$ cat src/rtl/phy_cal_pkg.sv
package phy_cal_pkg;

  localparam int unsigned CR_ADDR_W = 16;
  localparam int unsigned CR_DATA_W = 16;
  localparam int unsigned FSEL_W    = 3;
  localparam int unsigned STEP_W    = 2;
  localparam int unsigned NUM_STEPS = 3;
  localparam int unsigned MEAS_LSB  = 4;

  localparam logic [STEP_W-1:0] LAST_STEP = STEP_W'(NUM_STEPS - 1);

  // Step addresses and fixed tuning values
  localparam logic [CR_ADDR_W-1:0] LOS_ADDR   = 16'h0015;
  localparam logic [CR_DATA_W-1:0] LOS_DATA   = 16'hA409;
  localparam logic [CR_ADDR_W-1:0] BOOST_ADDR = 16'h0012;
  localparam logic [CR_DATA_W-1:0] BOOST_DATA = 16'hA000;
  localparam logic [CR_ADDR_W-1:0] LANE_ADDR  = 16'h1010;

  // Frequency codes that pick a non-default measurement time
  localparam logic [FSEL_W-1:0] FSEL_19M2 = 3'd3;
  localparam logic [FSEL_W-1:0] FSEL_20M  = 3'd4;
  localparam logic [FSEL_W-1:0] FSEL_50M  = 3'd7;

  typedef enum logic [0:0] {
    ST_IDLE  = 1'b0,
    ST_WRITE = 1'b1
  } cal_state_t;

  function automatic logic [CR_DATA_W-1:0] meas_word(input logic [FSEL_W-1:0] code);
    logic [7:0] t;
    case (code)
      FSEL_50M:           t = 8'h20;
      FSEL_19M2, FSEL_20M: t = 8'h04;
      default:            t = 8'h08;
    endcase
    return CR_DATA_W'(t) << MEAS_LSB;
  endfunction

endpackage

$ cat src/rtl/phy_cal_table.sv
module phy_cal_table
  import phy_cal_pkg::*;
(
  input  logic                  clk,
  input  logic                  rst_n,
  input  logic                  load_en,
  input  logic [FSEL_W-1:0]     freq_in,
  input  logic [STEP_W-1:0]     step_idx,
  output logic [CR_ADDR_W-1:0]  addr,
  output logic [CR_DATA_W-1:0]  data
);

  logic [FSEL_W-1:0] fsel_q;
  logic [FSEL_W-1:0] fsel_d;

  always_comb begin
    fsel_d = fsel_q;
    if (load_en) fsel_d = freq_in;
  end

  always_ff @(posedge clk or negedge rst_n) begin
    if (!rst_n) fsel_q <= '0;
    else        fsel_q <= fsel_d;
  end

  always_comb begin
    case (step_idx)
      2'd0: begin
        addr = LOS_ADDR;
        data = LOS_DATA;
      end
      2'd1: begin
        addr = BOOST_ADDR;
        data = BOOST_DATA;
      end
      default: begin
        addr = LANE_ADDR;
        data = meas_word(fsel_q);
      end
    endcase
  end

  AST_FSEL_HELD: assert property (@(posedge clk) disable iff (!rst_n)
    !load_en |=> fsel_q == $past(fsel_q)) else $error("fsel changed without load");

endmodule

$ cat src/rtl/phy_cal_ctrl.sv
module phy_cal_ctrl
  import phy_cal_pkg::*;
(
  input  logic              clk,
  input  logic              rst_n,
  input  logic              cal_start,
  input  logic              cal_target,
  input  logic              port_done,
  input  logic              port_error,
  output logic              load_en,
  output logic [STEP_W-1:0] step_idx,
  output logic              port_req,
  output logic              busy,
  output logic              cal_done,
  output logic              cal_error,
  output logic [STEP_W-1:0] failed_step
);

  cal_state_t        state_q, state_d;
  logic [STEP_W-1:0] step_q, step_d;
  logic              done_q, done_d;
  logic              err_q, err_d;
  logic [STEP_W-1:0] fstep_q, fstep_d;

  always_comb begin
    state_d = state_q;
    step_d  = step_q;
    done_d  = 1'b0;
    err_d   = err_q;
    fstep_d = fstep_q;
    load_en = 1'b0;
    case (state_q)
      ST_IDLE: begin
        if (cal_start) begin
          err_d   = 1'b0;
          fstep_d = '0;
          if (!cal_target) begin
            load_en = 1'b1;
            step_d  = '0;
            state_d = ST_WRITE;
          end else begin
            done_d  = 1'b1;
          end
        end
      end
      ST_WRITE: begin
        if (port_error) begin
          state_d = ST_IDLE;
          done_d  = 1'b1;
          err_d   = 1'b1;
          fstep_d = STEP_W'(step_q + 2'd1);
        end else if (port_done) begin
          if (step_q == LAST_STEP) begin
            state_d = ST_IDLE;
            done_d  = 1'b1;
          end else begin
            step_d  = STEP_W'(step_q + 2'd1);
          end
        end
      end
      default: state_d = ST_IDLE;
    endcase
  end

  always_ff @(posedge clk or negedge rst_n) begin
    if (!rst_n) begin
      state_q <= ST_IDLE;
      step_q  <= '0;
      done_q  <= 1'b0;
      err_q   <= 1'b0;
      fstep_q <= '0;
    end else begin
      state_q <= state_d;
      step_q  <= step_d;
      done_q  <= done_d;
      err_q   <= err_d;
      fstep_q <= fstep_d;
    end
  end

  assign step_idx    = step_q;
  assign port_req    = (state_q == ST_WRITE);
  assign busy        = (state_q == ST_WRITE);
  assign cal_done    = done_q;
  assign cal_error   = err_q;
  assign failed_step = fstep_q;

  AST_ADVANCE: assert property (@(posedge clk) disable iff (!rst_n)
    port_req && port_done && !port_error && step_q != LAST_STEP
    |=> port_req && step_q == STEP_W'($past(step_q) + 2'd1)) else $error("bad advance");
  AST_DONE_PULSE: assert property (@(posedge clk) disable iff (!rst_n)
    cal_done |=> !cal_done) else $error("cal_done not a pulse");
  AST_ERR_CODE: assert property (@(posedge clk) disable iff (!rst_n)
    cal_error |-> failed_step != '0) else $error("error without step");
  AST_ABORT: assert property (@(posedge clk) disable iff (!rst_n)
    port_req && port_error |=> !port_req && cal_error && cal_done) else $error("no abort");
  AST_OTHER_TGT: assert property (@(posedge clk) disable iff (!rst_n)
    !busy && cal_start && cal_target |=> cal_done && !busy && !cal_error) else $error("other target");
  AST_IGNORE_BUSY: assert property (@(posedge clk) disable iff (!rst_n)
    busy && cal_start && !port_done && !port_error |=> busy && step_q == $past(step_q)) else $error("start while busy");

endmodule

$ cat src/rtl/phy_cal_seq.sv
module phy_cal_seq
  import phy_cal_pkg::*;
(
  input  logic                 clk,
  input  logic                 rst_n,
  input  logic                 cal_start,
  input  logic                 cal_target,
  input  logic [FSEL_W-1:0]    freq_code,
  output logic                 port_req,
  output logic [CR_ADDR_W-1:0] port_addr,
  output logic [CR_DATA_W-1:0] port_data,
  input  logic                 port_done,
  input  logic                 port_error,
  output logic                 busy,
  output logic                 cal_done,
  output logic                 cal_error,
  output logic [STEP_W-1:0]    failed_step
);

  logic              load_en;
  logic [STEP_W-1:0] step_idx;

  phy_cal_ctrl u_ctrl (
    .clk         (clk),
    .rst_n       (rst_n),
    .cal_start   (cal_start),
    .cal_target  (cal_target),
    .port_done   (port_done),
    .port_error  (port_error),
    .load_en     (load_en),
    .step_idx    (step_idx),
    .port_req    (port_req),
    .busy        (busy),
    .cal_done    (cal_done),
    .cal_error   (cal_error),
    .failed_step (failed_step)
  );

  phy_cal_table u_table (
    .clk      (clk),
    .rst_n    (rst_n),
    .load_en  (load_en),
    .freq_in  (freq_code),
    .step_idx (step_idx),
    .addr     (port_addr),
    .data     (port_data)
  );

  AST_REQ_HOLD: assert property (@(posedge clk) disable iff (!rst_n)
    port_req && !port_done && !port_error
    |=> port_req && $stable(port_addr) && $stable(port_data)) else $error("request not held");
  AST_NO_REQ_IDLE: assert property (@(posedge clk) disable iff (!rst_n)
    !busy |-> !port_req) else $error("request while idle");

endmodule

$ cat config.mk
export PLATFORM = sky130hd
export DESIGN_NAME = phy_cal_seq
export DESIGN_NICKNAME = d
export VERILOG_FILES = /design/src/rtl/phy_cal_pkg.sv /design/src/rtl/phy_cal_table.sv /design/src/rtl/phy_cal_ctrl.sv /design/src/rtl/phy_cal_seq.sv
export SDC_FILE = /design/constraint.sdc
export NUM_CORES = 1
export LEC_CHECK = 0
export BUFFER_PORTS_ARGS = -buffer_cell sky130_fd_sc_hd__buf_2
export CORE_MARGIN = 5
export CORE_UTILIZATION = 37
export DETAILED_ROUTE_END_ITERATION = 7
export PLACE_DENSITY_LB_ADDON = 0.08
export SYNTH_ARGS = -nofsm -noshare
export SYNTH_HDL_FRONTEND = slang
export SYNTH_SLANG_ARGS = --single-unit
$ cat constraint.sdc
create_clock -name clk -period 1.4 [get_ports clk]
set_clock_uncertainty 0.1 [all_clocks]
set_input_delay 0.07 -clock clk [delete_from_list [all_inputs] [get_ports clk]]
set_output_delay 0.07 -clock clk [all_outputs]
set_load 0.02 [all_outputs]
After elaboration in Yosys (flattened, before gate mapping)
Cells that the tools add are included.

storage, ports and cells
  flip-flop bits (word level) = 10
  input port bits = 9
  output and inout bits = 38

cells by class
  reduce and logical (&&, ||, !) cells = 4
  equal/unequal tests = 11
  muxes and demuxes = 28
  $add $sub $neg = 1
  bitwise operators = 1

operators with widths
  kind                   number
  $pmux W16 S2           1
  $pmux W13 S2           1
  $mux W2                7
  $mux W1                13
  $ne A2 B2 Y1 const B   6
  $pmux W6 S2            1
  $pmux W2 S2            2
  $eq A3 B3 Y1 const B   2
  $pmux W1 S2            3
  $reduce_and A5 Y1      1
  $eq A3 B2 Y1 const B   1
  $add A2 B1 Y2 const B  1
  $eq A2 B1 Y1 const B   1
  $eq A2 B2 Y1 const B   1
  $logic_not A2 Y1       1
  $reduce_and A2 Y1      1
  $reduce_or A2 Y1       1
  $not A1 Y1             1

Logic depth before layout (Yosys ltp)
  depth in word-level cells = 5
  gate-level depth with buffers = 5
  depth with buffers taken out = 5

Modules after synthesis
From an unflattened synthesis, not the netlist that was laid out.

unflattened totals
  cell total of the unflattened synthesis = 75
  area, all modules = 721.9 µm²

modules (own cells, without submodules)
  module         area an instance (µm²)  seq. area each (µm²)  cells each  times used
  phy_cal_ctrl   361.6                   175.2                 31          1
  phy_cal_table  360.3                   75.1                  44          1

Worst setup path before layout
OpenSTA, ideal clock, no wires.

  kind = reg2out
  start point = register u_ctrl.step_q[0] (netlist: u_ctrl.step_idx[0])
  end point = output port port_data[9]
  stages on the path, launching flop included = 5
  arrival = 1.700 ns
  buffers on the path = 0
  slack = -0.470 ns
  path through = dfrtp_1 ha_1 nor2_1 inv_1 nor2_1

on the way
  cells in the longest elaborated chain, start to end = 2
  elaborated cells between the ends (all ways) = 3

ends and longest elaborated chain
  item                                              RTL line             text
  start: declaration                                phy_cal_ctrl.sv:20   logic [STEP_W-1:0] step_q, step_d;
  start signal: assignment                          phy_cal_ctrl.sv:74   step_q <= step_d;
  $eq A2 B1 Y1 or $logic_not A2 Y1 (tied branches)  phy_cal_table.sv:27  case (step_idx)
  $pmux W16 S2 *                                    phy_cal_table.sv:27
  end: declaration                                  phy_cal_seq.sv:11    output logic [CR_DATA_W-1:0] port_data,

Every way passes the cells marked *; elsewhere a longest branch is shown, timed or not.

Final worst setup path
  start point = register u_ctrl.step_q[1] (netlist: u_ctrl.step_idx[1])
  end point = output port port_data[7]

Same word-level chain as after synthesis.

==> summary.txt <==
GRT
  • Overall fraction of global-route tracks in use: 10.19%
  • Initial antenna violation count: 0
  • GRT Residual Overflow: 0
  • Via count of the first global-routing pass: 487
  • Maximum number of pins on one net before global-route repair: 11
  • First-pass GRT wire length: 2.132 mm

STA
  • Maximum achievable frequency: 0.6558 GHz
  • Tcrit/Tclk final: 108.9%
  • Setup TNS: -0.6228 ns
  • Count of final max-slew check failures: 0
  • Clock period minus worst slack: 1.525 ns
  • Hold violation count in the final report: 0
  • RSZ-0062 raised after global routing: true
  • Final setup violation count: 9
  • Worst setup margin: -0.1249 ns
  • Post-route worst hold slack: 0.02621 ns

Outcome
  • Outcome: finished, violations left
  • Violated checks: negative setup slack

Route
  • Routed length per instance: 10.82 um
  • Detail Route Antenna Nets: 0
  • Post-route DRC: 0
  • Total detailed-routing wirelength: 1.472 mm
  • Top Metal Used: met3
  • Detailed router's first-iteration violation count: 1
  • Wl on met1: 616 um
  • Via/cell ratio: 4.066
  • Routed length on met3: 148 um
  • DR pass1 iterations: 2
  • Routed wire length on met2: 707 um
  • Via count: 553

Run
  • Max Cap Viol: 0

Clock tree
  • H-tree depth reported by CTS: 1
  • Number of clock sinks seen by CTS: 10
  • Library cell used as clock root buffer: sky130_fd_sc_hd__clkbuf_4
  • Maximum buffer depth of the clock tree: 2
  • Worst-Skew Late Latency: 0.26 ns
  • Number of buffers created by CTS: 3
  • Clock slew at reported path FFs: 0.06 ns
  • CTS tree: done

Pwr
  • Worst ir drop on vdd: 0.0007990 V
  • Power density over the cells: 1424 nW/um^2
  • Power, Total: 1.535 mW
  • Static Leakage: 0.5396 nW
  • Part of the total power dissipated in sequential elements: 25.8%
  • Part of the total power dissipated in the clock network: 16.7%
  • Net switching power figure: 602.0 uW
  • Combinational cell fraction of total power: 57.5%
  • Fraction of power spent switching nets: 39.21%
  • Cell internal power dissipation: 933.4 uW

Critical path
  • Startpoint class of the critical path: flop
  • Worst path required time: 1.23 ns
  • Endpoint of the worst register-to-register path: u_ctrl.step_idx[0]
  • Worst setup EP type: output port
  • R2r setup slk: -0.06 ns
  • Launching point of the worst reg2reg path: u_ctrl.step_idx[0]
  • Crit path max fanout: 4
  • Worst r2r path cells: 5
  • Data arrival time of the worst path: 1.35 ns
  • WS Path Type: flop to output port

Synth
  • Number of register bits inferred by synthesis: 10
  • Number of synthesized flops with an enable pin: 0
  • Sequential-to-total area share from yosys stat: 33.61%
  • Synthesized area per cell: 9.926 um^2
  • Predominant post-synthesis flop cell: sky130_fd_sc_hd__dfrtp_1
  • Yosys top cell by area: sky130_fd_sc_hd__dfrtp_1
  • Fraction of synthesized cell area taken by the top area cell type: 33.61%
  • Top cells by area in the synthesized netlist: sky130_fd_sc_hd__dfrtp_1 34%, sky130_fd_sc_hd__buf_4 27%, sky130_fd_sc_hd__mux2_2 7.6%
  • Number of different library cells in the post-synthesis netlist: 19
  • Fraction of registers with async set or reset after synthesis: 100.0%
  • Number of instances in the synthesized netlist: 75
  • Yosys warns: 0
  • Combined area of all synthesized cells: 744.5 um^2

Placement
  • Detail Placement HPWL: 1.123 mm
  • Final weighted congestion of routability-driven global placement: 0.6902
  • Number of port buffers: 26

Min path
  • Worst Hold Depth: 3
  • Worst-case hold path end point: u_ctrl.cal_error
  • Launch instance of the worst min-delay path: port_error
  • Hold WC Path Type: input port to flop

Floorplan
  • DIE WIDTH: 54.86 um
  • Core area: 1942 um^2
  • Count of standard-cell rows: 16
  • I/O pin count: 47
  • Die Footprint: 3009 um^2
  • Die outline height: 54.86 um
  • Initial Utilization: 38.34%

Final layout
  • Number of filler cells placed in the layout: 186
  • Most common cell after layout, fill and taps aside: sky130_fd_sc_hd__conb_1
  • Share of post-route cells with drive strength above 1: 57.80%
  • N_diodes: 0
  • Area growth from synthesis to layout: 44.87%
  • Commonest cells after routing, fill and taps aside: 20 x sky130_fd_sc_hd__conb_1, 16 x sky130_fd_sc_hd__buf_2, 13 x sky130_fd_sc_hd__buf_6
  • Total number of nets in the final design: 123
## per-layer routing
layer  up-vias  global-route usage (%)
met5         -                       0
met4         0                   3.734
met3         0                   3.815
met2        29                   16.34
met1       256                   12.29
li1        268                       -
## how the worst max path moves through the flow
| stage | slack, ns | cells after the start | startpoint | to |
|---|---|---|---|---|
| 6_report | -0.12 | 6 | u_ctrl.step_idx[1] | port_data[7] |
| 2_1_floorplan | -0.04 | 5 | u_ctrl.step_idx[0] | u_ctrl.step_idx[0] |
| 3_5_place_dp | -0.04 | 4 | u_ctrl.step_idx[1] | u_ctrl.step_idx[0] |
| 5_1_grt | -0.19 | 6 | u_ctrl.step_idx[0] | port_data[7] |
| 4_1_cts | -0.14 | 6 | u_ctrl.step_idx[1] | port_data[7] |
| 3_3_place_gp | -0.05 | 5 | u_ctrl.step_idx[0] | u_ctrl.step_idx[0] |
## cell families after synthesis
logic type,Yosys count,synth area share (%)
compound gates,10,9.580
fa+ha+maj,4,6.723
buf+inv,31,29.24
flops,10,33.61
mux,6,9.579
other cells,2,1.009
simple gates,12,10.25
## final cells by class
type,count,area [um^2],area share (%)
clock buffers,4,36.28,3.364
inverters,4,15.01,1.392
multi-input cells,52,427.9,39.68
flip-flops and latches,10,251.5,23.32
well taps,27,33.78,3.132
repair buffers,39,314.1,29.12
## what timing repair did
item | CTS | global route
setup buffers | 2 | 2
hold endpoints to repair | 14 | 0
pin swaps | 5 | 1
resized for setup | 27 | 4
hold buffers | 5 | 0
cloned | 0 | 0
setup endpoints to repair | 14 | 18
## Yosys cell counts, types with 2 or more instances
| library cell | instances |
|---|---|
| sky130_fd_sc_hd__mux2_2 | 5 |
| sky130_fd_sc_hd__conb_1 | 2 |
| sky130_fd_sc_hd__nand2_1 | 2 |
| sky130_fd_sc_hd__a22o_2 | 3 |
| sky130_fd_sc_hd__dfrtp_1 | 10 |
| sky130_fd_sc_hd__buf_4 | 27 |
| sky130_fd_sc_hd__o21ai_0 | 2 |
| sky130_fd_sc_hd__inv_1 | 4 |
| sky130_fd_sc_hd__a21oi_1 | 3 |
| sky130_fd_sc_hd__ha_1 | 4 |
| sky130_fd_sc_hd__nor2_1 | 5 |
## stage by stage
stage | worst slack [ns] | instance area (um^2) | std cells | util (%)
2_1_floorplan | -0.03765 | 862.1 | 93 | -
3_3_place_gp | -0.05391 | 857.1 | 124 | 44.14
3_5_place_dp | -0.04200 | 857.1 | 124 | 44.14
4_1_cts | -0.1379 | 1060 | 135 | 54.57
5_1_grt | -0.1896 | 1079 | 136 | 55.54
6_report | -0.1249 | 1079 | 136 | 55.54
## sequential cells by signal, indices dropped and copies added (netlist names)
| signal | cells |
|---|---|
| u_ctrl.failed_step | 2 |
| u_ctrl.busy | 1 |
| u_ctrl.cal_done | 1 |
| u_ctrl.cal_error | 1 |
| u_ctrl.step_idx | 2 |
| u_table.fsel_q | 3 |
## power groups by stage
stage	Combinational, mW	Sequential, mW	Clock [mW]
4_1_cts	0.867	0.395	0.271
6_report	0.883	0.396	0.256
3_3_place_gp	0.672	0.397	0
2_1_floorplan	0.556	0.422	0
5_1_grt	0.942	0.406	0.287
3_5_place_dp	0.674	0.397	0
## critical path: stages, from the launching register on
cell                      delay (ns)
sky130_fd_sc_hd__dfrtp_1        0.41
sky130_fd_sc_hd__inv_2          0.10
sky130_fd_sc_hd__ha_4           0.17
sky130_fd_sc_hd__nor2_4         0.13
sky130_fd_sc_hd__nand2_1        0.07
sky130_fd_sc_hd__nor2_2         0.09
sky130_fd_sc_hd__buf_6          0.12
(Power assumes the default switching activity.)
